[src/rtl/ddr_chk_pkg.sv]
package ddr_chk_pkg;

   typedef enum logic [3:0] {
      CMD_DESEL = 4'd0,
      CMD_NOP   = 4'd1,
      CMD_ACT   = 4'd2,
      CMD_RD    = 4'd3,
      CMD_WR    = 4'd4,
      CMD_PRE   = 4'd5,
      CMD_REF   = 4'd6,
      CMD_MRS   = 4'd7,
      CMD_BST   = 4'd8
   } cmd_e;

   typedef enum logic [3:0] {
      ST_IDLE     = 4'd0,
      ST_OPENING  = 4'd1,
      ST_ACTIVE   = 4'd2,
      ST_READ     = 4'd3,
      ST_WRITE    = 4'd4,
      ST_RD_AP    = 4'd5,
      ST_WR_AP    = 4'd6,
      ST_AP_CLOSE = 4'd7,
      ST_CLOSING  = 4'd8
   } bank_st_e;

endpackage

[src/rtl/ddr_bank_seq.sv]
module ddr_bank_seq
   import ddr_chk_pkg::*;
#(
   parameter int T_RCD     = 3,
   parameter int T_RP      = 2,
   parameter int T_WR      = 2,
   parameter int BURST_LEN = 4
) (
   input  logic     clk,
   input  logic     rst_n,
   input  logic     go_i,
   input  cmd_e     cmd_i,
   input  logic     ap_i,
   output bank_st_e st_o
);

   localparam int BEATS = BURST_LEN / 2;
   localparam int WRAP  = BEATS + T_WR;
   localparam int M1    = (T_RCD > T_RP) ? T_RCD : T_RP;
   localparam int MAXD  = (M1 > WRAP) ? M1 : WRAP;
   localparam int CW    = $clog2(MAXD + 1);

   bank_st_e st_q, st_d;
   logic [CW-1:0] cnt_q, cnt_d;

   always_comb begin
      st_d  = st_q;
      cnt_d = cnt_q;
      if (go_i) begin
         case (cmd_i)
            CMD_ACT: begin
               st_d  = ST_OPENING;
               cnt_d = CW'(T_RCD - 1);
            end
            CMD_RD: begin
               st_d  = ap_i ? ST_RD_AP : ST_READ;
               cnt_d = CW'(BEATS - 1);
            end
            CMD_WR: begin
               st_d  = ap_i ? ST_WR_AP : ST_WRITE;
               cnt_d = ap_i ? CW'(WRAP - 1) : CW'(BEATS - 1);
            end
            CMD_PRE: begin
               if (st_q != ST_IDLE) begin
                  st_d  = ST_CLOSING;
                  cnt_d = CW'(T_RP - 1);
               end
            end
            CMD_BST: st_d = ST_ACTIVE;
            default: ;
         endcase
      end else if (st_q != ST_IDLE && st_q != ST_ACTIVE) begin
         if (cnt_q != '0) begin
            cnt_d = cnt_q - CW'(1);
         end else begin
            case (st_q)
               ST_OPENING, ST_READ, ST_WRITE: st_d = ST_ACTIVE;
               ST_RD_AP, ST_WR_AP: begin
                  st_d  = ST_AP_CLOSE;
                  cnt_d = CW'(T_RP - 1);
               end
               default: st_d = ST_IDLE;
            endcase
         end
      end
   end

   always_ff @(posedge clk or negedge rst_n) begin
      if (!rst_n) begin
         st_q  <= ST_IDLE;
         cnt_q <= '0;
      end else begin
         st_q  <= st_d;
         cnt_q <= cnt_d;
      end
   end

   assign st_o = st_q;

   assert_idle_hold_R2: assert property (@(posedge clk) disable iff (!rst_n)
      (st_q == ST_IDLE && !go_i) |=> st_q == ST_IDLE);

   assert_act_opens_R3: assert property (@(posedge clk) disable iff (!rst_n)
      (go_i && cmd_i == CMD_ACT) |=> st_q == ST_OPENING);

   assert_bst_returns_R10: assert property (@(posedge clk) disable iff (!rst_n)
      (go_i && cmd_i == CMD_BST) |=> st_q == ST_ACTIVE);

   assert_ap_close_idle_R7: assert property (@(posedge clk) disable iff (!rst_n)
      (st_q == ST_AP_CLOSE && !go_i && cnt_q == '0) |=> st_q == ST_IDLE);

endmodule

[config.mk]
export PLATFORM = sky130hd
export DESIGN_NAME = ddr_bank_seq
export DESIGN_NICKNAME = d
export VERILOG_FILES = /design/src/rtl/ddr_chk_pkg.sv /design/src/rtl/ddr_bank_seq.sv
export SDC_FILE = /design/constraint.sdc
export NUM_CORES = 1
export LEC_CHECK = 0
export ABC_AREA = 0
export BUFFER_PORTS_ARGS = -buffer_cell sky130_fd_sc_hd__buf_2
export CORE_UTILIZATION = 45
export CTS_CLUSTER_DIAMETER = 40
export CTS_CLUSTER_SIZE = 10
export DETAILED_ROUTE_END_ITERATION = 10
export PLACE_DENSITY = 0.67
export SLEW_MARGIN = 20
export SYNTH_ARGS = -nofsm -noshare
export SYNTH_HDL_FRONTEND = slang
export SYNTH_SLANG_ARGS = --single-unit
[constraint.sdc]
create_clock -name clk -period 2.1 [get_ports clk]
set_input_delay 0.21 -clock clk [delete_from_list [all_inputs] [get_ports clk]]
set_output_delay 0.21 -clock clk [all_outputs]
set_load 0.01 [all_outputs]
== Word-level counts from Yosys, hierarchy flattened ==
Cells that the tools add are included.

* Add/subtract/negate cells: 1
* Multiply operators: 0
* Div/mod/pow operators: 0
* $lt $le $gt $ge: 0
* Equality and inequality tests: 15
* Shift-type cells: 0
* Multiplexer cells: 15
* Bitwise operators: 0
* Reductions and logical operators: 9

{| class="wikitable"
|+ Operators with widths
! cell !! number
|-
| $eq 4x3->1 const B || 5
|-
| $pmux 4 s5 || 1
|-
| $mux 3 || 6
|-
| $mux 4 || 4
|-
| $eq 4x2->1 const B || 3
|-
| $pmux 3 s4 || 1
|-
| $reduce_and 4->1 || 2
|-
| $ne 6x1->1 const B || 1
|-
| $pmux 3 s2 || 1
|-
| $reduce_bool 3->1 || 2
|-
| $ne 5x1->1 const B || 1
|-
| $eq 4x1->1 const B || 1
|-
| $eq 4x4->1 const B || 1
|-
| $mux 2 || 2
|-
| $ne 4x2->1 const B || 1
|-
| $reduce_bool 4->1 || 1
|-
| $ne 3x3->1 const B || 1
|-
| $reduce_or 3->1 || 1
|-
| $sub 3x1->3 const B || 1
|-
| $ne 2x2->1 const B || 1
|-
| $reduce_bool 2->1 || 1
|-
| $reduce_or 2->1 || 1
|-
| $logic_and 1x1->1 || 1
|}

* Register bits after elaboration: 7
* Latch bits: 0
* RAM bits: 0
* Bits in read-only memories: 0
* Bits of input ports: 8
* Output and inout bits: 4
* Memories: 0

== Depth between registers and ports, before layout ==
Gate-level depths: netlist (run 1).

* Depth after elaboration: 6
* Mapped depth: 6
* Gate-level depth less buffers: 5

== Worst setup path before layout (run 1) ==
No wires, ideal clock.

* Path kind: register to register
* From: register st_q[1] (netlist: st_o[1])
* To: register st_q[1] (netlist: st_o[1])
* Data arrival time: 1.307 ns
* Slack: 0.668 ns
* Cell stages (with the launch flop): 5
* Period minus slack after synthesis: 1.432 ns
* Cell sequence: dfrtp_1 nor4b_2 a31oi_1 nor2b_4 mux2_4

* Longest elaborated chain between the ends: 6
* Elaborated cells on any way between the ends: 17
* Classes of those cells: eq/ne (7); mux (4); reduce/logical (6)

{| class="wikitable"
|+ Ends and longest elaborated chain
! element !! RTL line !! source
|-
| from (decl) || ddr_bank_seq.sv:23 || <nowiki>bank_st_e st_q, st_d;</nowiki>
|-
| from (signal assigned) || ddr_bank_seq.sv:73 || <nowiki>st_q <= st_d;</nowiki>
|-
| $eq 4x1->1, or another cell as far along || ddr_bank_seq.sv:56 || <nowiki>case (st_q)</nowiki>
|-
| $reduce_or 3->1 or $reduce_or 2->1 (tied branches) || ddr_bank_seq.sv:56 ||
|-
| $pmux 3 s2 || ddr_bank_seq.sv:56 ||
|-
| $mux 4 || ddr_bank_seq.sv:53 || <nowiki>if (cnt_q != '0) begin</nowiki>
|-
| $mux 4 || ddr_bank_seq.sv:52 || <nowiki>end else if (st_q != ST_IDLE && st_q != ST_ACTIVE) begin</nowiki>
|-
| $mux 4 || ddr_bank_seq.sv:29 || <nowiki>if (go_i) begin</nowiki>
|}

Several ways; a longest one is shown, not always the timed one. The select of a mux whose other input is x is not followed.
A chain may end at the register's enable or synchronous reset.

== Final worst setup path (run 1) ==
* From: register st_q[1] (netlist: st_o[1])
* To: register st_q[2] (netlist: st_o[2])

Same word-level chain as after synthesis.

==> run metrics, run 1 <==
clock sink count=7; DR pass1 iterations=4; routed wire length=around 1300 um; Placed Instances=around 90; largest family of logic cells by synthesized area=simple AND/OR/NAND/NOR gates; Yosys cell types=36; total of max-cap violations=0; slack of the worst reg-to-reg path=between 0.5 and 0.6 ns; critical path class=flop to flop; Port Buffers=11; dpl ws=~0.55 ns; Ys Warns=0; post-synthesis mux area share=under 10%; Post-synth top cells=dfrtp_1, a21oi_1, inv_1; vias post-DR=540; share of layout cells above drive strength 1=a little under a third; PD cells=slightly above 1000 nW/um2; CTS Buffer Depth=2; Core Footprint=1170 um2; Layout area overhead=16.5%; synthesized instance count=65; power share of the clock group=between 10% and 20%; CP Capture Type=flop; TritonCTS Buffers=3; number of nets with antenna violations after routing=0; DRC Markers=0; required time of the worst setup path=about 2.3 ns; Leak=0.311 nW; Tot GR Track Use=a little under a quarter; post-DP HPWL=987 um; Resize count post-CTS=0; Avg Inst Size Synth=just over 9 um2; f_max=between 600 and 700 MHz; met3 GRT Util=around 3.5%; Clock Latency Late Sink=about 0.26 ns; Critical Path Start Type=flop; adder-cell area share of the yosys netlist=0%; Main synth FF type=dfrtp_1; top-count cell post-synth=dfrtp_1; Worst Tran Pin Value=0.448 ns; Worst Path Arrival=between 1.5 and 2 ns; initial antenna violation count=0; vias in the first global route=512; Die H=~38 um; Synth Area in Simple Gates=31.5%; sequential area share after synthesis=about 30%; Core Util, Final=between 50% and 60%; first-pass GRT wire length=between 2000 and 2500 um; setup ws final=0.543 ns; Compound-Gate Fraction of Synth Area=between 20% and 30%; per-cell routed wire length=roughly 14 um; Post-CTS Repair Setup Buffers=0; area leader, netlist=dfrtp_1; H-tree depth=1; synthesized area=592 um2; CTS tree=built; DR iter-0 viols=5; Logic pwr share=between 40% and 50%; gr ovfl total=0; M2 GR Usage=a little over a third; Pint=roughly 0.00041 W; Final Slew Violations=0; dominant cells by area after synthesis=dfrtp_1, a21oi_1, mux2_4; CP Max Fanout=5; Worst slew margin=between 60% and 70%; Sw Ratio=41.0%; CP max stage cell=dfrtp_1; FF+latch count, synth=7; peak supply drop=~0.55 mV; Clock Root Buffer=clkbuf_4; Fin Setup TNS=0 ns; vias per cell=5.74; XOR/XNOR Fraction of Synth Area=just under 3%; full die area=around 1500 um2; Die Wd=about 38 um; Crit path largest cell delay=approximately 0.45 ns; fin crit share=about three quarters; Starting Density=between 50% and 60%; count of non-filler cells in the finished layout=94; RSZ-0062 raised after global routing=false; # IOs=12; placer congestion estimate=0.782; Inserted Diodes=0; crit-path cells=nor4b_2, a31oi_1, nor2b_4, mux2_4; # rows=12; Post-synth EDFFs=0; status=finished, final reports clean; min Tclk post-route=roughly 1.6 ns; ys async rst share=100%; hold violation total from the final report=0; largest net degree at the start of global routing=12; nets@finish=slightly below 90; met1 GRT Util=between 30% and 40%; worst hold-check path type=primary input to async pin; gr busiest metal=met2; sequential power share=approximately 36%; Yosys top cell area share=29.6%; Net Count, Synth=73; Switch Pwr=0.000285 W; Post-Route Skew=about 0.0013 ns; CTS clock-pin slew for the worst setup and hold paths=~0.060 ns; final setup vio count=0
-- placed cells by master (no fill, tap or decap), drive strengths merged --
master	n
a211oi	2
a21o	1
a21oi	6
a22o	1
a31oi	1
and2b	2
and3	1
buf	11
clkbuf	4
dfrtp	7
dlygate4sd3	1
inv	5
mux2	2
mux2i	1
nand2	2
nand2b	2
nand3	1
nand3b	1
nand4b	1
nor2	4
nor2b	5
nor4	2
nor4b	1
o21a	2
o21ai	6
o22ai	1
o2bb2ai	1
o311ai	1
or2	1
or2b	1
or4	1
xnor2	2
-- stage by stage --
stage	hold slack [ns]	instance area, um2	power [W]
finish	0.310	689	0.000696
global route	0.326	689	0.000751
CTS	0.312	689	0.000698
detailed placement	0.0582	653	0.000560
global placement	0.0479	653	0.000559
floorplan	-0.0856	592	0.000476
-- area by class of cell --
class                           count  area, um2
Tap cell                           14       17.5
Timing Repair Buffer               12       65.1
Sequential cell                     7        175
Inverter                            5       18.8
Multi-Input combinational cell     52        387
Fill cell                         106        482
Clock buffer                        4       26.3
-- state kept, by name (all words and copies together), names as in the netlist --
| register | flops |
|---|---|
| cnt_q | 3 |
| st_o | 4 |
-- power groups by stage --
stage | registers, W | logic, W | clock network [W]
global route | 0.000261 | 0.000343 | 0.000146
floorplan | 0.000256 | 0.000220 | 0
CTS | 0.000252 | 0.000309 | 0.000136
global placement | 0.000257 | 0.000302 | 0
finish | 0.000252 | 0.000308 | 0.000137
detailed placement | 0.000254 | 0.000306 | 0
-- layer usage --
layer	vias up	routed length, um
li1	270	-
met1	258	657
met2	10	598
met3	2	25
met5	-	0
met4	0	17
-- path summary, 6_finish.rpt --
kind | start | end | cells past startpoint
worst max-delay path | st_o[1] | st_o[2] | 4
worst min-delay path | rst_n | cnt_q[0] | 2
max in group asynchronous | rst_n | st_o[3] | 2
min in group clk | cmd_i[3] | cnt_q[0] | 4
worst max register to register | st_o[1] | st_o[2] | 4
worst min register to register | cnt_q[2] | cnt_q[2] | 1
-- critical path: cells and delay by family, from the launching register on --
| family | cells | cell delay [ns] |
|---|---|---|
| AOI/OAI and AO/OA | 1 | 0.34 |
| and+or+nand+nor | 2 | 0.35 |
| muxes | 1 | 0.31 |
| DFF | 1 | 0.45 |
-- kinds of logic after synthesis --
| family | after synthesis |
|---|---|
| and+or+nand+nor | 25 |
| AOI/OAI and AO/OA | 22 |
| DFF | 7 |
| buffers and inverters | 6 |
| muxes | 3 |
| xor gates and xnor gates | 2 |
-- what timing repair did --
action | 4_1_cts | 5_1_grt
setup endpoints to repair | 0 | 0
hold endpoints to repair | 7 | 0
hold buffers | 1 | 0
Power figures use the tool's default switching activity.
==> run 2, diff against run 1 <==
ABC_AREA = 1   (was 0)
clock period = 1.5 ns   (was 2.1 ns; I/O delays follow)
==> run metrics, run 2 <==
status=finished, final reports clean (unchanged); largest net degree at the start of global routing=15 (was 12); synthesized area=629 um2 (was 592 um2); H-tree depth=1 (unchanged); DR pass1 iterations=5 (was 4); full die area=1550 um2 (was 1460 um2); post-DP HPWL=1090 um (was 987 um); area leader, netlist=nand2_1 (was dfrtp_1); Die Wd=39.4 um (was 38.3 um); commonest non-fill, non-tap cell in the layout=nand2_1 (was buf_2); Worst Tran Pin Value=0.249 ns (was 0.448 ns); Avg Inst Size Synth=5.72 um2 (was 9.10 um2); Clock Latency Late Sink=0.25 ns (was 0.26 ns); Post-synth top cells=nand2_1, inv_1, nor2_1 (was dfrtp_1, a21oi_1, inv_1); sequential area share after synthesis=27.8% (was 29.6%); Clock Root Buffer=clkbuf_4 (unchanged); Yosys top cell area share=28.6% (was 29.6%); ys async rst share=100% (unchanged); Critical Path Start Type=flop (unchanged); final setup vio count=0 (unchanged); CP max stage cell=dfrtp_1 (unchanged); vias in the first global route=482 (was 512); min Tclk post-route=1.26 ns (was 1.56 ns); Starting Density=48.4% (was 50.5%); Fin Setup TNS=0 ns (unchanged); Layout area overhead=16.7% (was 16.5%); CP Max Fanout=5 (unchanged); Net Count, Synth=118 (was 73); count of non-filler cells in the finished layout=140 (was 94); Fillers=136 (was 106); share of layout cells above drive strength 1=20.8% (was 30.0%); start point of the critical path=st_o[1] (unchanged); Core Footprint=1300 um2 (was 1170 um2); Worst slew margin=83.3% (was 69.8%); CTS clock-pin slew for the worst setup and hold paths=0.05 ns (was 0.06 ns); total of max-cap violations=0 (unchanged); Tot GR Track Use=18.9% (was 22.9%); PD cells=1190 nW/um2 (was 1010 nW/um2); Post-Route Skew=0.00143 ns (was 0.00125 ns); FF+latch count, synth=7 (unchanged); number of nets with antenna violations after routing=0 (unchanged); dpl cell area=698 um2 (was 653 um2); dominant cells by area after synthesis=nand2_1, dfrtp_1, nor2_2 (was dfrtp_1, a21oi_1, mux2_4); CTS Buffer Depth=2 (unchanged); Ys Warns=0 (unchanged); R2R Path Start=st_o[1] (unchanged); Post-synth EDFFs=0 (unchanged); Post-CTS Repair Setup Buffers=0 (unchanged); Inserted Diodes=0 (unchanged); nets@finish=134 (was 89); Placed Instances=135 (was 89); vias post-DR=679 (was 540); first-pass GRT wire length=1970 um (was 2260 um); Largest register FFs=4 (unchanged); critical path class=flop to flop (unchanged); per-cell routed wire length=9.59 um (was 13.8 um); TritonCTS Buffers=3 (unchanged); # IOs=12 (unchanged); initial antenna violation count=0 (unchanged); Hold-fix buffers, CTS=1 (unchanged); peak supply drop=0.633 mV (was 0.553 mV); worst hold-check path type=primary input to async pin (unchanged); routed wire length=1340 um (was 1300 um); RSZ-0062 raised after global routing=false (unchanged); # rows=13 (was 12); Final Slew Violations=0 (unchanged); Die H=39.4 um (was 38.3 um); Worst Path Arrival=1.39 ns (was 1.71 ns); CP Capture Type=flop (unchanged); most frequent cells in the layout=nand2_1, inv_1, nor2_1, buf_2, nor2_2 (was buf_2, dfrtp_1, a21oi_1); cell mode on critical path=nand2_1; Resize count post-CTS=0 (unchanged); clock sink count=7 (unchanged); multi-input logic area=408 um2 (was 387 um2); Crit path largest cell delay=0.42 ns (was 0.45 ns); required time of the worst setup path=1.63 ns (was 2.25 ns); Main synth FF type=dfrtp_1 (unchanged); CTS tree=built (unchanged); Leak=0.423 nW (was 0.311 nW); gr ovfl total=0 (unchanged); f_max=793 MHz (was 642 MHz); Yosys cell types=16 (was 36); fin crit share=84.1% (was 74.1%); flip-flop and latch area=175 um2 (unchanged); synthesized instance count=110 (was 65); hold violation total from the final report=0 (unchanged); fin area=734 um2 (was 689 um2); Port Buffers=11 (unchanged); placer congestion estimate=0.948 (was 0.782); DR iter-0 viols=29 (was 5); crit-path cells=nor2_1, nand4_1, nand3_1, nor2_2, nand2_1, nand2_1 (was nor4b_2, a31oi_1, nor2b_4, mux2_4); vias per cell=4.85 (was 5.74); top-count cell post-synth=nand2_1 (was dfrtp_1); DRC Markers=0 (unchanged)
==> run 2: layout make-up <==
class / instances / share of cell area, %
Clock buffer: 4 / 3.58
Inverter: 11 / 5.62
Multi-Input combinational cell: 91 / 55.5
Sequential cell: 7 / 23.9
Tap cell: 15 / 2.56
Timing Repair Buffer: 12 / 8.86
==> run 2: cell families (layout without fill, tap and decap cells) <==
| group | after synthesis | in the layout | synth area share, % |
|---|---|---|---|
| AOI/OAI and AO/OA | 10 | 10 | 8.35 |
| buffers and inverters | 12 | 27 | 7.36 |
| DFF | 7 | 7 | 27.8 |
| and+or+nand+nor | 81 | 81 | 56.5 |
==> run 2: final timing paths <==
kind,endpoint,slack (ns),cells past startpoint
setup / recovery,cnt_q[2],0.24,6
min in group clk,st_o[3],0.29,3
max in group asynchronous,cnt_q[0],1.09,2
hold reg to reg,cnt_q[2],0.51,2
setup reg to reg,cnt_q[2],0.24,6
hold / removal,st_o[1],0.26,2
==> run 2: layer usage <==
layer,GRT usage (%),vias to the layer above,wire length (um)
met5,0,-,0
met4,7.76,0,18
met3,0,2,80
met2,29.2,23,586
met1,27.6,281,657
li1,-,373,-
==> run 2: metrics by stage <==
stage	utilization [%]	total power, W	hold WS [ns]	setup slack, ns
detailed placement	53.7	0.000709	-0.0122	0.235
floorplan	-	0.000598	-0.146	0.328
global route	56.4	0.000965	0.270	0.0606
finish	56.4	0.000876	0.264	0.238
CTS	56.4	0.000881	0.252	0.234
global placement	53.7	0.000708	-0.0146	0.235
==> run 2: power by group <==
group / total, W / switching [W] / leakage [nW] / internal (W)
logic: 0.000402 / 0.000255 / 0.316 / 0.000147
registers: 0.000310 / 0.0000637 / 0.0923 / 0.000246
clock network: 0.000165 / 0.0000636 / 0.0150 / 0.000101
total: 0.000876 / 0.000382 / 0.423 / 0.000494
==> run 2: critical path: cells and delay by family, from the launching register on <==
| kind | cells | cell delay, ns |
|---|---|---|
| and+or+nand+nor | 6 | 0.73 |
| DFF | 1 | 0.42 |
